### src/rtl/bp_pkg.sv
package bp_pkg;

    // Two-bit direction state held by each table entry.
    typedef enum logic [1:0] {
        ST_STRONG_NT = 2'b00,
        ST_WEAK_NT   = 2'b01,
        ST_WEAK_T    = 2'b10,
        ST_STRONG_T  = 2'b11
    } bp_state_t;

endpackage

### src/rtl/bp_state_next.sv
// Next-state function of one predictor entry.
module bp_state_next
    import bp_pkg::*;
(
    input  bp_state_t cur,
    input  logic      taken,
    output bp_state_t nxt
);

    always_comb begin
        unique case (cur)
            ST_STRONG_NT: nxt = taken ? ST_WEAK_NT  : ST_STRONG_NT;
            ST_WEAK_NT:   nxt = taken ? ST_STRONG_T : ST_STRONG_NT;
            ST_WEAK_T:    nxt = taken ? ST_STRONG_T : ST_STRONG_NT;
            ST_STRONG_T:  nxt = taken ? ST_STRONG_T : ST_WEAK_T;
            default:      nxt = ST_STRONG_NT;
        endcase
    end

endmodule

### src/rtl/bp_slot_array.sv
// Table of direction-state entries with one read port for lookup
// and one read-modify-write port for update.
module bp_slot_array
    import bp_pkg::*;
#(
    parameter int IDX_W = 2
) (
    input  logic                  clk,
    input  logic                  rst,
    input  logic                  wr_en,
    input  logic [IDX_W-1:0]      wr_idx,
    input  logic                  wr_taken,
    input  logic [IDX_W-1:0]      rd_idx,
    output bp_state_t             rd_state,
    output bp_state_t             wr_state,
    output logic [2*(1<<IDX_W)-1:0] slot_vec
);

    localparam int SLOTS = 1 << IDX_W;

    for (genvar g = 0; g < SLOTS; g++) begin : g_slot
        bp_state_t st_q;
        bp_state_t st_d;
        logic      hit;

        assign hit = wr_en && (wr_idx == IDX_W'(g));

        bp_state_next u_next (
            .cur   (st_q),
            .taken (wr_taken),
            .nxt   (st_d)
        );

        // State register: reset has priority over update.
        always_ff @(posedge clk) begin
            if (rst) begin
                st_q <= ST_STRONG_NT;
            end else if (hit) begin
                st_q <= st_d;
            end
        end

        assign slot_vec[2*g +: 2] = st_q;
    end

    // Pre-update read for both ports.
    assign rd_state = bp_state_t'(slot_vec[rd_idx*2 +: 2]);
    assign wr_state = bp_state_t'(slot_vec[wr_idx*2 +: 2]);

endmodule

### src/rtl/bp_miss_counter.sv
// Counts mispredicted updates; wraps at its width.
module bp_miss_counter #(
    parameter int CNT_W = 16
) (
    input  logic             clk,
    input  logic             rst,
    input  logic             bump,
    output logic [CNT_W-1:0] count
);

    localparam logic [CNT_W-1:0] STEP = CNT_W'(1);

    always_ff @(posedge clk) begin
        if (rst) begin
            count <= '0;
        end else if (bump) begin
            count <= count + STEP;
        end
    end

endmodule

### src/rtl/bp_direction_predictor.sv
module bp_direction_predictor
    import bp_pkg::*;
#(
    parameter int PC_W    = 32,
    parameter int IDX_LSB = 2,
    parameter int IDX_W   = 2,
    parameter int CNT_W   = 16
) (
    input  logic             clk,
    input  logic             rst,
    input  logic [PC_W-1:0]  lkp_pc,
    output logic             lkp_taken,
    input  logic             upd_valid,
    input  logic [PC_W-1:0]  upd_pc,
    input  logic             upd_taken,
    output logic [CNT_W-1:0] miss_count
);

    localparam int SLOTS  = 1 << IDX_W;
    localparam int IDX_HI = IDX_LSB + IDX_W;

    logic [IDX_W-1:0]     lkp_idx;
    logic [IDX_W-1:0]     upd_idx;
    bp_state_t            lkp_state;
    bp_state_t            upd_state;
    logic [2*SLOTS-1:0]   slot_vec;
    logic                 upd_pred;
    logic                 miss_bump;
    logic                 unused_pc_bits;

    // Index selection.
    assign lkp_idx = lkp_pc[IDX_LSB +: IDX_W];
    assign upd_idx = upd_pc[IDX_LSB +: IDX_W];

    generate
        if (IDX_LSB > 0 && IDX_HI < PC_W) begin : g_unused_both
            assign unused_pc_bits = ^{lkp_pc[PC_W-1:IDX_HI], lkp_pc[IDX_LSB-1:0],
                                      upd_pc[PC_W-1:IDX_HI], upd_pc[IDX_LSB-1:0]};
        end else if (IDX_HI < PC_W) begin : g_unused_hi
            assign unused_pc_bits = ^{lkp_pc[PC_W-1:IDX_HI], upd_pc[PC_W-1:IDX_HI]};
        end else if (IDX_LSB > 0) begin : g_unused_lo
            assign unused_pc_bits = ^{lkp_pc[IDX_LSB-1:0], upd_pc[IDX_LSB-1:0]};
        end else begin : g_unused_none
            assign unused_pc_bits = 1'b0;
        end
    endgenerate

    bp_slot_array #(.IDX_W(IDX_W)) u_slots (
        .clk      (clk),
        .rst      (rst),
        .wr_en    (upd_valid),
        .wr_idx   (upd_idx),
        .wr_taken (upd_taken),
        .rd_idx   (lkp_idx),
        .rd_state (lkp_state),
        .wr_state (upd_state),
        .slot_vec (slot_vec)
    );

    // Output process: guess from the looked-up state.
    always_comb begin
        unique case (lkp_state)
            ST_STRONG_NT, ST_WEAK_NT: lkp_taken = 1'b0;
            ST_WEAK_T, ST_STRONG_T:   lkp_taken = 1'b1;
            default:                  lkp_taken = 1'b0;
        endcase
    end

    // Pre-update guess of the entry being updated.
    always_comb begin
        unique case (upd_state)
            ST_STRONG_NT, ST_WEAK_NT: upd_pred = 1'b0;
            ST_WEAK_T, ST_STRONG_T:   upd_pred = 1'b1;
            default:                  upd_pred = 1'b0;
        endcase
    end

    assign miss_bump = upd_valid && (upd_taken != upd_pred);

    bp_miss_counter #(.CNT_W(CNT_W)) u_miss (
        .clk   (clk),
        .rst   (rst),
        .bump  (miss_bump),
        .count (miss_count)
    );

endmodule

### config.mk
export PLATFORM = sky130hd
export DESIGN_NAME = bp_direction_predictor
export DESIGN_NICKNAME = d
export VERILOG_FILES = /design/src/rtl/bp_pkg.sv /design/src/rtl/bp_state_next.sv /design/src/rtl/bp_slot_array.sv /design/src/rtl/bp_miss_counter.sv /design/src/rtl/bp_direction_predictor.sv
export SDC_FILE = /design/constraint.sdc
export NUM_CORES = 1
export LEC_CHECK = 0
export CORE_MARGIN = 2
export CORE_UTILIZATION = 38
export CTS_CLUSTER_SIZE = 10
export DETAILED_ROUTE_END_ITERATION = 10
export MAX_ROUTING_LAYER = met4
export PLACE_DENSITY = 0.92
export SYNTH_ARGS = -nofsm -noshare
export SYNTH_HDL_FRONTEND = slang
export SYNTH_HIERARCHICAL = 1
export SYNTH_SLANG_ARGS = --single-unit
### constraint.sdc
create_clock -name clk -period 3 [get_ports clk]
set_input_delay 0.3 -clock clk [delete_from_list [all_inputs] [get_ports clk]]
set_output_delay 0.3 -clock clk [all_outputs]
set_load 0.02 [all_outputs]
==> results.toml <==
[worst_setup_path]
path_class = "input pin to flop"
critPathArrivalTime_ns = 2.78
cp_max_fo = 8
cp-end-kind = "flop"
crit_chain = "clkdlybuf4s50_1 -> mux4_2 -> xor2_1 -> and2_1 -> nand4_4 -> nor4_4 -> or3b_1 -> a21oi_1"
cp_data_required_time_ns = 3.19
cpPeakStageDelay_ns = 0.51
start_kind = "input pin"
cpMaxStageDelayCell = "mux4_2"

[placement]
port_buffers = 24
gp_congestion = 0.748
place_hpwl_mm = 1.90

[sta]
fmax_ghz = 0.385
max_slew_margin_pct = 46.4
drv_slew = 0
fin_crit_ns = 2.59
rsz0062_at_grt = "false"
setup_violations = 0
worstMarginPinSlew_ns = 0.802
skew_ns = 0.00516
hold_viol = 0
fin_crit_sh_pct = 86.5
tns_ns = 0

[clock_network]
numClockSinks = 24
cts_hold_buf = 0
cts_root_buf = "clkbuf_8"
clk_pin_slew_ns = 0.09
cts_resized = 0
cts_buffers = 3
cts_tree = "built"
clk_path_buf_depth = 2
cts_max_level = 1
cts_setup_buffers = 0
clk_latency_ns = 0.27

[die]
initial_utilization_pct = 38.7
core_um2 = 3610
die_width_um = 64.6
dieArea_um2 = 4180
boundaryPins = 85
fp.dieH_um = 64.6
rows = 22

[grt]
antenna_found_initial = 0
grt_start_max_net_pins = 29
track_usage_pct = 13.8
grt_pass1_vias = 1033
grt_overflow = 0
grt_first_pass_wirelength_mm = 4.50

[power_and_ir_drop]
max-vdd-ir-drop_mv = 0.390
powerDensity_nw_per_um2 = 379
p_total_uw = 663
power_leakage_nw = 0.639

[finish]
n_fill_cell = 336
n_antenna_cell = 0
layout_common_cells = "24 x clkdlybuf4s50_1, 24 x dfxtp_1, 20 x nor2_1"
synthToLayoutAreaGrowth_pct = 25.3
drive_gt1_share_pct = 10.8
nets = 254

[yosys]
synth_nets = 230
yosysWarnings = 6
synth_cells = 153
syn_area_um2 = 1400
avgSynthCellArea_um2 = 9.13

[routing]
ant_nets = 0
viasPerCell = 4.83
vias = 1081
wl_per_cell_um = 11.4
drc = 0
routed_wl_mm = 2.55
drt-initial-drc-count = 51
first_pass_iters = 4

[outcome]
status = "complete, no violations"

[flow_run]
maxCapViolations = 0

[min_path]
hold_class = "flop to flop"
final timing paths:
kind | depth (start not counted) | startpoint | to | slack [ns]
max | 8 | upd_pc[2] | u_miss/count[13] | 0.41
min | 2 | u_slots/g_slot[1].st_q[0] | u_slots/g_slot[1].st_q[0] | 0.50
max reg2reg | 7 | u_slots/g_slot[3].st_q[1] | u_miss/count[13] | 0.61
min reg2reg | 2 | u_slots/g_slot[1].st_q[0] | u_slots/g_slot[1].st_q[0] | 0.50
metrics by stage:
| stage | worst slack [ns] | utilization [%] | hold slack, ns | instances | instance area (um2) |
|---|---|---|---|---|---|
| final | 0.405 | 48.5 | 0.501 | 224 | 1750 |
| after CTS | 0.395 | 48.5 | 0.502 | 224 | 1750 |
| after floorplan | 0.769 | - | 0.466 | 153 | 1400 |
| after detailed placement | 0.160 | 46.5 | 0.483 | 220 | 1680 |
| after global placement | 0.184 | 46.5 | 0.483 | 220 | 1680 |
| after global routing | 0.300 | 48.5 | 0.522 | 224 | 1750 |
power breakdown:
group	switching [mW]	total (mW)	leakage (nW)	internal, mW
Clock	0.106	0.285	0.0357	0.178
Combinational	0.0239	0.0523	0.410	0.0285
Sequential	0.00426	0.326	0.194	0.322
Total	0.135	0.663	0.639	0.529
flip-flops by register name, indices dropped and copies added (netlist names):
| register | cells |
|---|---|
| u_slots/g_slot.st_q | 8 |
| u_miss/count | 16 |
critical path, delay by kind of cell:
family,cells,cell delay (ns)
AOI/OAI and AO/OA,1,0.14
muxes,1,0.51
xor gates and xnor gates,1,0.17
and+or+nand+nor,4,1.17
buffers and inverters,1,0.50
layout make-up:
cell class                      instances  area [um2]  area share, %
Timing Repair Buffer                   28         270           15.5
Clock inverter                          1        30.0           1.72
Clock buffer                            3        41.3           2.36
Sequential cell                        24         480           27.5
Inverter                               10        37.5           2.15
Multi-Input combinational cell        110         830           47.4
Tap cell                               48        60.1           3.43
routing by layer:
layer  GRT usage [%]  up-vias  part of all wire, %  wire, um
met1            17.0      499                   46      1160
li1                -      556                    -         -
met3            3.65        2                  3.9       100
met4            1.86        0                 0.59        15
met5               -        -                    0         0
met2            23.3       24                   50      1270
Power figures use the tool's default switching activity.
